<file path="src/rtl/bswap_pkg.sv">
package bswap_pkg;
    localparam int unsigned WORD_W  = 64;
    localparam int unsigned BYTE_W  = 8;
    localparam int unsigned N_SIZES = 3;

    typedef enum logic [1:0] {
        SZ_16  = 2'd0,
        SZ_32  = 2'd1,
        SZ_64  = 2'd2,
        SZ_BAD = 2'd3
    } swap_size_e;

    typedef struct packed {
        swap_size_e size;
        logic       do_rev;
        logic       bad;
    } swap_ctl_t;

    function automatic swap_size_e size_from_imm(input logic [31:0] imm);
        case (imm)
            32'd16:  return SZ_16;
            32'd32:  return SZ_32;
            32'd64:  return SZ_64;
            default: return SZ_BAD;
        endcase
    endfunction
endpackage

</file>
<file path="src/rtl/bswap_decode.sv">
module bswap_decode #(
    parameter int unsigned IMM_W    = 32,
    parameter bit          HOST_BIG = 1'b0
) (
    input  logic                 cls64,
    input  logic                 order_sel,
    input  logic [IMM_W-1:0]     width_imm,
    output bswap_pkg::swap_ctl_t ctl
);
    import bswap_pkg::*;

    logic [31:0] imm32;
    logic        high_set;

    generate
        if (IMM_W > 32) begin : g_wide_imm
            assign imm32    = width_imm[31:0];
            assign high_set = |width_imm[IMM_W-1:32];
        end else begin : g_narrow_imm
            assign imm32    = 32'(width_imm);
            assign high_set = 1'b0;
        end
    endgenerate

    always_comb begin
        ctl.size   = high_set ? SZ_BAD : size_from_imm(imm32);
        ctl.bad    = (ctl.size == SZ_BAD) || (cls64 && order_sel);
        // narrow class: reverse only when the target order is not the host's
        ctl.do_rev = cls64 ? 1'b1 : (order_sel != HOST_BIG);
    end
endmodule

</file>
<file path="src/rtl/bswap_lane.sv">
module bswap_lane #(
    parameter int unsigned NBYTES = 8
) (
    input  logic [bswap_pkg::WORD_W-1:0] din,
    output logic [bswap_pkg::WORD_W-1:0] rev_out,
    output logic [bswap_pkg::WORD_W-1:0] keep_out
);
    import bswap_pkg::*;
    localparam int unsigned LANE_W = NBYTES * BYTE_W;

    logic [LANE_W-1:0] rev_lane;

    for (genvar b = 0; b < NBYTES; b++) begin : g_byte
        assign rev_lane[b*BYTE_W +: BYTE_W] = din[(NBYTES-1-b)*BYTE_W +: BYTE_W];
    end

    always_comb begin
        rev_out  = '0;
        keep_out = '0;
        rev_out[LANE_W-1:0]  = rev_lane;
        keep_out[LANE_W-1:0] = din[LANE_W-1:0];
    end
endmodule

</file>
<file path="src/rtl/bswap_unit.sv">
module bswap_unit #(
    parameter int unsigned IMM_W    = 32,
    parameter bit          HOST_BIG = 1'b0
) (
    input  logic                          clk,
    input  logic                          rst,
    input  logic                          in_valid,
    input  logic [bswap_pkg::WORD_W-1:0]  operand,
    input  logic                          cls64,
    input  logic                          order_sel,
    input  logic [IMM_W-1:0]              width_imm,
    output logic                          out_valid,
    output logic [bswap_pkg::WORD_W-1:0]  result,
    output logic                          illegal
);
    import bswap_pkg::*;

    swap_ctl_t         ctl;
    logic [WORD_W-1:0] rev_v  [N_SIZES];
    logic [WORD_W-1:0] keep_v [N_SIZES];
    logic [WORD_W-1:0] next_res;

    bswap_decode #(.IMM_W(IMM_W), .HOST_BIG(HOST_BIG)) u_dec (
        .cls64     (cls64),
        .order_sel (order_sel),
        .width_imm (width_imm),
        .ctl       (ctl)
    );

    for (genvar k = 0; k < N_SIZES; k++) begin : g_lane
        bswap_lane #(.NBYTES(2 << k)) u_lane (
            .din      (operand),
            .rev_out  (rev_v[k]),
            .keep_out (keep_v[k])
        );
    end

    always_comb begin
        if (ctl.bad) begin
            next_res = operand;
        end else if (ctl.do_rev) begin
            next_res = rev_v[ctl.size];
        end else begin
            next_res = keep_v[ctl.size];
        end
    end

    always_ff @(posedge clk) begin
        if (rst) begin
            out_valid <= 1'b0;
            result    <= '0;
            illegal   <= 1'b0;
        end else begin
            out_valid <= in_valid;
            if (in_valid) begin
                result  <= next_res;
                illegal <= ctl.bad;
            end
        end
    end

    // valid follows the request by one cycle
    a_r2_valid_follows: assert property (@(posedge clk) disable iff (rst)
        in_valid |=> out_valid);
    a_r2_idle_no_valid: assert property (@(posedge clk) disable iff (rst)
        !in_valid |=> !out_valid);
    a_r2_hold: assert property (@(posedge clk) disable iff (rst)
        !in_valid |=> ($stable(result) && $stable(illegal)));
    // rejected encodings pass the operand through
    a_r7_bad_passthru: assert property (@(posedge clk) disable iff (rst)
        (in_valid && ctl.bad) |=> (illegal && result == $past(operand)));
    // narrow widths leave the upper half clear
    a_r6_upper_clear: assert property (@(posedge clk) disable iff (rst)
        (in_valid && !ctl.bad && ctl.size != SZ_64) |=> (result[WORD_W-1:32] == '0));
    // a full-width legal result is a byte permutation of the operand
    a_r5_full_popcount: assert property (@(posedge clk) disable iff (rst)
        (in_valid && !ctl.bad && ctl.size == SZ_64)
        |=> (!illegal && $countones(result) == $countones($past(operand))));
endmodule

</file>
<file path="config.mk">
export PLATFORM = sky130hd
export DESIGN_NAME = bswap_unit
export DESIGN_NICKNAME = d
export VERILOG_FILES = /design/src/rtl/bswap_pkg.sv /design/src/rtl/bswap_decode.sv /design/src/rtl/bswap_lane.sv /design/src/rtl/bswap_unit.sv
export SDC_FILE = /design/constraint.sdc
export NUM_CORES = 1
export LEC_CHECK = 0
export BUFFER_PORTS_ARGS = -buffer_cell sky130_fd_sc_hd__buf_2
export CAP_MARGIN = 15
export CORE_MARGIN = 3
export CORE_UTILIZATION = 41
export DETAILED_ROUTE_END_ITERATION = 7
export GPL_TIMING_DRIVEN = 1
export PLACE_DENSITY = 0.84
export SLEW_MARGIN = 0
export SYNTH_ARGS = -nofsm -noshare
export SYNTH_HDL_FRONTEND = slang
export SYNTH_SLANG_ARGS = --single-unit
export TNS_END_PERCENT = 50
</file>
<file path="constraint.sdc">
create_clock -name clk -period 2.2 [get_ports clk]
set_input_delay 0.44 -clock clk [delete_from_list [all_inputs] [get_ports clk]]
set_output_delay 0.44 -clock clk [all_outputs]
set_load 0.01 [all_outputs]
</file>
Word-level counts from Yosys, hierarchy flattened
Index checks and enable logic that the tools add are counted.
{"block": "word_totals", "register_bits": 66, "inputBits": 101, "out_inout_bits": 66}
{"block": "op_classes", "magnitude_cmp": 1, "eq_ne": 4, "n_mux": 10, "n_bitwise": 1, "n_reduce_logical": 2}
{"operator": "$mux W64", "count": 6}
{"operator": "$bmux W64 S2", "count": 2}
{"operator": "$eq A32 B5 Y1 const B", "count": 1}
{"operator": "$eq A32 B6 Y1 const B", "count": 1}
{"operator": "$eq A32 B7 Y1 const B", "count": 1}
{"operator": "$pmux W2 S3", "count": 1}
{"operator": "$ge A3 B3 Y1 const B", "count": 1}
{"operator": "$not A2 Y3", "count": 1}
{"operator": "$eq A2 B2 Y1 const B", "count": 1}
{"operator": "$logic_and A1 B1 Y1", "count": 1}
{"operator": "$logic_or A1 B1 Y1", "count": 1}
{"operator": "$mux W1", "count": 1}

Depth between registers and ports, before layout
Gate-level depths: netlist (run 1).
{"block": "depth", "word_depth": 8, "mapped_depth": 8, "ltp_nobuf": 5}

Hierarchy
Synthesis (run 1) repeated with hierarchy kept, for this count alone.
{"block": "hier_totals", "cells_unflattened": 1006, "hier_area_um2": 9437.8}
{"module": "bswap_unit", "instances": 1, "cells_per_inst": 598, "area_each_um2": 6409.9}
{"module": "bswap_lane at g_lane[0].u_lane ...", "instances": 2, "cells_per_inst": 129, "area_each_um2": 964.7}
{"module": "bswap_lane at g_lane[2].u_lane", "instances": 1, "cells_per_inst": 128, "area_each_um2": 960.9}
{"module": "bswap_decode", "instances": 1, "cells_per_inst": 22, "area_each_um2": 137.6}

Least setup slack after synthesis (run 1)
OpenSTA, ideal clock, no wires.
{"block": "synth_path", "path_type": "input to register", "from": "input port width_imm[6]", "to": "register result[22] (netlist bit)", "arrival_ns": 2.006, "setup_slack_ns": 0.072, "stages": 8, "path_buffers": 3, "cell_sequence": "buf_2 nor2b_1 buf_2 o21ai_0 nor4b_2 buf_2 nor3_1 a221o_1"}
{"block": "synth_between", "elab_chain_len": 8, "word_cells_on_any_way": 15}
{"item": "from (decl)", "line_no": "bswap_unit.sv:11", "rtl": "input logic [IMM_W-1:0] width_imm,"}
{"item": "$eq A32 B7 Y1, or another cell as far along", "line_no": "bswap_pkg.sv:20", "rtl": "case (imm)"}
{"item": "$pmux W2 S3 (*)", "line_no": "bswap_pkg.sv:20"}
{"item": "$not A2 Y3 (implied by the code)", "line_no": "bswap_unit.sv:42, bswap_unit.sv:44"}
{"item": "$bmux W64 S2 (on tied branches)", "line_no": "bswap_unit.sv:44, bswap_unit.sv:42"}
{"item": "$mux W64 (on tied branches) (2 in a row)", "line_no": "bswap_unit.sv:44, bswap_unit.sv:42"}
{"item": "$mux W64", "line_no": "bswap_unit.sv:41", "rtl": "end else if (ctl.do_rev) begin"}
{"item": "$mux W64 (*)", "line_no": "bswap_unit.sv:39", "rtl": "if (ctl.bad) begin"}
{"item": "to (signal assigned)", "line_no": "bswap_unit.sv:56", "rtl": "result <= next_res;"}
{"item": "to (decl)", "line_no": "bswap_unit.sv:13", "rtl": "output logic [bswap_pkg::WORD_W-1:0] result,"}
Mark *: on every way between the ends. The rest lies on a longest branch, timed or not. The select of a mux whose other input is x is not followed.
A chain may end at the register's enable or synchronous reset.

Final worst setup path (run 1)
{"block": "layout_path", "from": "input port width_imm[23]", "to": "register result[4] (netlist bit)"}
The elaborated chain is that of the path after synthesis.

==> results.yml, run 1 <==
run_status:
  status: "completed"
cts:
  post_cts_buffers: 0
  cts_made_buffers: 9
  cts_root_buf: "clkbuf_8"
  clk_pin_slew_worst_paths_ns: 0.07
  cts.sinks: 66
  cts_resized: 0
  h-tree-depth: 3
  clk_latency_ns: 0.34
  cts.path.max_buffers: 2
  holdBufCountCts: 0
  cts_tree: "yes"
layout:
  final_layout_size_suffix_gt1_frac: 0.4069
  utilization: 0.5802
  n_fill_cell: 713
  fin_nets: 644
  fin_area_sq_um: 4507
  seqCellArea_sq_um: 1321
  stdcell_count: 650
  antenna_cells: 0
  multi_input_area_sq_um: 1750
  areaGrowthSynthToFinish_pct: 36.44
worst_setup_path:
  reg2reg_depth: 2
  end_kind: "register"
  crit_arrival_ns: 2.34
  crit_required_ns: 2.46
  worst-setup-path-type: "input port to register"
  startpoint_type: "input port"
  cp_max_fo: 16
floorplan:
  core.rowCount: 32
  die_width_um: 95.76
  die-height_um: 95.76
  initial_utilization: 0.4253
  dieArea_sq_um: 9170
  pin_count: 167
  coreArea_sq_um: 7767
place:
  io_buffers: 166
  dp_hpwl_mm: 9.337
  gp_congestion: 0.8715
  dp_slack_ns: -0.2069
  place_area_sq_um: 4344
  placedCellCount: 634
logic_synthesis:
  synth_area_per_cell_sq_um: 8.879
  synth-edff-count: 0
  ys_seq_area_frac: 0.4000
  syn-num-nets: 473
  synthArstFlopShare: 0
  synth_area_sq_um: 3303
  synth_cells: 372
  yosys_warnings: 0
  synth-seq-cells: 66
  synthFlopType: "dfxtp_1"
  yosysUniqueCellTypes: 38
global_routing:
  first_global_vias: 3552
  grt_pass1_wl_mm: 18.45
  track_usage: 0.2669
  grt_start_max_net_pins: 37
  antenna_found_initial: 0
  grt_overflow: 0
sta:
  relSlewSlack: 0.6683
  max_freq_ghz: 0.4794
  grt_setup_unrepaired: "false"
  period_needed_ns: 2.086
  finalSetupViolCount: 0
  finalHoldViolCount: 0
  hold_slack_ns: 0.3266
  skew_ns: 0
  slew_viol_final: 0
  fin_crit_sh: 0.9482
  finalSetupTns_ns: 0
  fin_ws_ns: 0.1139
  tightest_slew_ns: 0.4958
power_and_ir_drop:
  power_mw: 2.707
  leakagePower_nw: 2.188
  power_density_nw_per_um2: 600.7
  peakVddDrop_uv: 363.3
drt:
  routed_wl_mm: 12.21
  viasPerCell: 5.729
  routedWlPerCell_um: 18.78
  ant_nets: 0
  vias: 3724
  drcViolationCount: 0
  drt_iter0_drc: 212
  drt_pass1_iterations: 6
worst_hold_path:
  hold_path_depth: 2
  hold_class: "input port to register"
run:
  maxCapViolCount: 0
## critical path, cell delays in order
cell	delay, ns
buf_2	0.10
nor4_1	0.32
nand4_1	0.25
or2_0	0.25
or4_1	0.53
buf_4	0.24
o221ai_1	0.21
## kinds of logic after synthesis
family          after synthesis  share of synthesized area
compound gates              119                     0.3205
xor+xnor                      1                   0.002652
buf+inv                      57                    0.07424
flops                        66                     0.4000
simple gates                129                     0.2027
## placed cells by master, fill, tap and decap left out, types with 2 or more instances in the layout
cell / instances
o32ai_1: 8
nor2b_1: 2
o221ai_1: 6
a221o_1: 47
a22o_1: 16
nor3_1: 10
dfxtp_1: 66
o21ai_0: 10
buf_4: 24
buf_2: 166
nor4_1: 6
clkinv_2: 3
nor2_1: 13
nand2_1: 43
clkbuf_1: 2
nand2b_1: 2
nand3_1: 8
nand4_1: 2
clkbuf_8: 9
buf_12: 2
a21oi_1: 17
o221ai_2: 10
inv_1: 25
and2_1: 33
## registers in the layout, summed over array words and instances (netlist names)
signal,flops
illegal,1
out_valid,1
result,64
## worst paths after layout
path | startpoint | slack (ns) | endpoint
worst min register to register | result[3] | 0.47 | result[3]
worst max-delay path | width_imm[23] | 0.11 | result[4]
worst min-delay path | rst | 0.33 | illegal
worst max register to register | result[50] | 1.37 | result[50]
## report_power, final
| group | internal, mW | switching [mW] |
|---|---|---|
| combinational | 0.240 | 0.293 |
| clock | 0.405 | 0.469 |
| sequential | 1.27 | 0.0340 |
| total | 1.91 | 0.795 |
## routing by layer
metal  global-route usage  part of all wire
met5                    0                 0
met4               0.1149             0.028
met3              0.06959             0.081
met2               0.4088              0.47
met1               0.3544              0.42
## final cells by class
| class | instances | share of cell area |
|---|---|---|
| clock buffer | 11 | 0.02915 |
| clock inverter | 5 | 0.006941 |
| inverter | 25 | 0.02082 |
| multi-input combinational | 249 | 0.3884 |
| sequential | 66 | 0.2932 |
| tap | 102 | 0.02832 |
| timing repair buffer | 192 | 0.2332 |
## cells in the mapped netlist (3+ instances only)
cell type / count / area [sq um]
and2_1: 33 / 206.5
buf_4: 3 / 22.52
o221ai_2: 10 / 150.1
inv_1: 25 / 93.84
a221o_1: 47 / 470.5
o32ai_1: 8 / 70.07
a22o_1: 16 / 140.1
nor3_1: 10 / 50.05
nor2_1: 14 / 52.55
dfxtp_1: 66 / 1321
clkbuf_1: 16 / 60.06
nor4_1: 6 / 37.54
a21oi_1: 17 / 85.08
o221ai_1: 6 / 52.55
o21ai_0: 10 / 50.05
nand3_1: 8 / 40.04
buf_2: 10 / 50.05
nand2_1: 43 / 161.4
(Power assumes the default switching activity.)
==> run 2: changes to the inputs <==
- ABC_AREA: unset -> 1
- CORE_UTILIZATION: 41 -> 47
- PLACE_DENSITY: 0.84 -> 0.86
==> results.yml, run 2 <==
power_and_ir_drop:
  power_mw: 2.964
  power_density_nw_per_um2: 464.0
  peakVddDrop_uv: 278.6
  leakagePower_nw: 3.381
drt:
  drt_iter0_drc: 746
  routedWlPerCell_um: 15.26
  drt_pass1_iterations: 8
  drcViolationCount: 0
  viasPerCell: 5.536
  routed_wl_mm: 17.61
  vias: 6389
  ant_nets: 0
worst_hold_path:
  hold_path_end: "illegal"
  hold_path_depth: 2
  hold_class: "input port to register"
  worstHoldStart: "rst"
floorplan:
  die-height_um: 111.3
  initial_utilization: 0.4938
  die_width_um: 111.3
  dieArea_sq_um: 12390
  core.rowCount: 37
  coreArea_sq_um: 10560
  pin_count: 167
cts:
  cts.path.max_buffers: 2
  cts.sinks: 66
  clk_pin_slew_worst_paths_ns: 0.07
  cts_made_buffers: 9
  cts_root_buf: "clkbuf_8"
  clk_latency_ns: 0.35
  cts_tree: "yes"
  h-tree-depth: 3
  holdBufCountCts: 0
  post_cts_buffers: 0
layout:
  final_layout_size_suffix_gt1_frac: 0.2859
  final_common_cell: "nand2_1"
  layout_common_cells: "380 x nand2_1, 199 x nand3_1, 166 x buf_2, 66 x dfxtp_1, 60 x nand3_2"
  antenna_cells: 0
  n_fill_cell: 1047
  utilization: 0.6051
  areaGrowthSynthToFinish_pct: 22.54
  largest_reg_flops: 64
  largest-register: "result"
  fin_nets: 1116
  reg_top3: "result: 64 flops, illegal: 1 flops, out_valid: 1 flops"
worst_setup_path:
  startpoint_type: "input port"
  worstReg2RegEnd: "result[41]"
  worst-setup-path-type: "input port to register"
  cp_max_fo: 32
  reg2reg_depth: 4
  crit_required_ns: 2.50
  end_kind: "register"
  r2r-start: "result[41]"
  crit_arrival_ns: 2.26
  regToRegSetupSlack_ns: 1.51
logic_synthesis:
  netlist_top_cells_count: "381 x nand2_1, 199 x nand3_1, 66 x dfxtp_1, 60 x nand3_2, 39 x nor2_1"
  synth_cells: 875
  synth_area_leader_cell: "nand2_1"
  yosys_warnings: 0
  synth.area.top_cells: "nand2_1 27%, dfxtp_1 25%, nand3_1 19%"
  yosysUniqueCellTypes: 22
  synth-seq-cells: 66
  synth_area_per_cell_sq_um: 5.957
  ys_seq_area_frac: 0.2535
  syn-num-nets: 976
  yosysMostFrequentCell: "nand2_1"
  synth_area_sq_um: 5212
  synth-edff-count: 0
  synthArstFlopShare: 0
  synthFlopType: "dfxtp_1"
  yosysTopAreaCellShare: 0.2744
global_routing:
  grt_start_max_net_pins: 66
  track_usage: 0.2698
  grt_overflow: 0
  antenna_found_initial: 0
  grt_pass1_wl_mm: 27.76
  first_global_vias: 5635
sta:
  fin_crit_sh: 0.8915
  grt_setup_unrepaired: "false"
  finalSetupViolCount: 0
  period_needed_ns: 1.961
  max_freq_ghz: 0.5099
  skew_ns: 0
  fin_ws_ns: 0.2387
  finalHoldViolCount: 0
  slew_viol_final: 0
  tightest_slew_ns: 0.7201
  relSlewSlack: 0.5199
  finalSetupTns_ns: 0
place:
  io_buffers: 166
  dp_slack_ns: -0.4481
  dp_hpwl_mm: 12.08
  gp_congestion: 0.8903
run:
  maxCapViolCount: 0
run_status:
  status: "completed"
-- run 2: critical path, cell delays in order --
cell	delay, ns
buf_2	0.12
inv_2	0.06
nand2_1	0.06
nor2_2	0.11
nand2_1	0.08
nor2_2	0.14
nand2_2	0.07
o21ai_2	0.12
nand2_2	0.17
nor2_8	0.56
o21ai_0	0.21
nand2_1	0.12
-- run 2: logic make-up (layout without fill, tap and decap cells) --
kind of cell	Yosys count	after routing	share of synthesized area
flops	66	66	0.2535
buf+inv	86	227	0.08425
compound gates	29	29	0.03097
simple gates	694	696	0.6313
-- run 2: power breakdown --
part / switching (mW) / internal (mW)
Clock: 0.491 / 0.569
Combinational: 0.383 / 0.228
Sequential: 0.0322 / 1.26
-- run 2: layout make-up --
class | instances | area (sq um) | share of cell area
timing repair buffer | 194 | 1141 | 0.1786
clock inverter | 3 | 40.04 | 0.006268
clock buffer | 11 | 151.4 | 0.02370
inverter | 19 | 71.32 | 0.01117
sequential | 66 | 1321 | 0.2069
tap | 136 | 170.2 | 0.02664
multi-input combinational | 725 | 3492 | 0.5467
-- run 2: per-layer routing --
layer,routed length [um],track usage
met5,0,0
met4,512,0.1046
met3,1502,0.05349
met2,8115,0.4178
met1,7478,0.3706
-- run 2: worst max-delay path by stage --
stage	start	end	slack (ns)	cells past startpoint
final	width_imm[4]	result[51]	0.24	12
after global routing	width_imm[1]	result[51]	0.05	12
after floorplan	width_imm[1]	result[35]	0.46	14
after CTS	width_imm[4]	result[20]	0.02	12
after global placement	width_imm[1]	result[38]	-0.38	12
after detailed placement	width_imm[4]	result[51]	-0.45	12
-- run 2: repair_timing --
action | in CTS | in global routing
setup endpoints to repair | 7 | 32
gates resized for setup | 0 | 1
cloned | 1 | 1
pin swaps | 2 | 1
-- run 2: per-stage QoR --
step	cell area, sq um	hold slack, ns	std cells
2_1_floorplan	5213	0.4839	875
3_3_place_gp	6173	0.4504	1138
3_5_place_dp	6173	0.4541	1138
4_1_cts	6376	0.3158	1153
5_1_grt	6387	0.3237	1154
6_report	6387	0.3190	1154
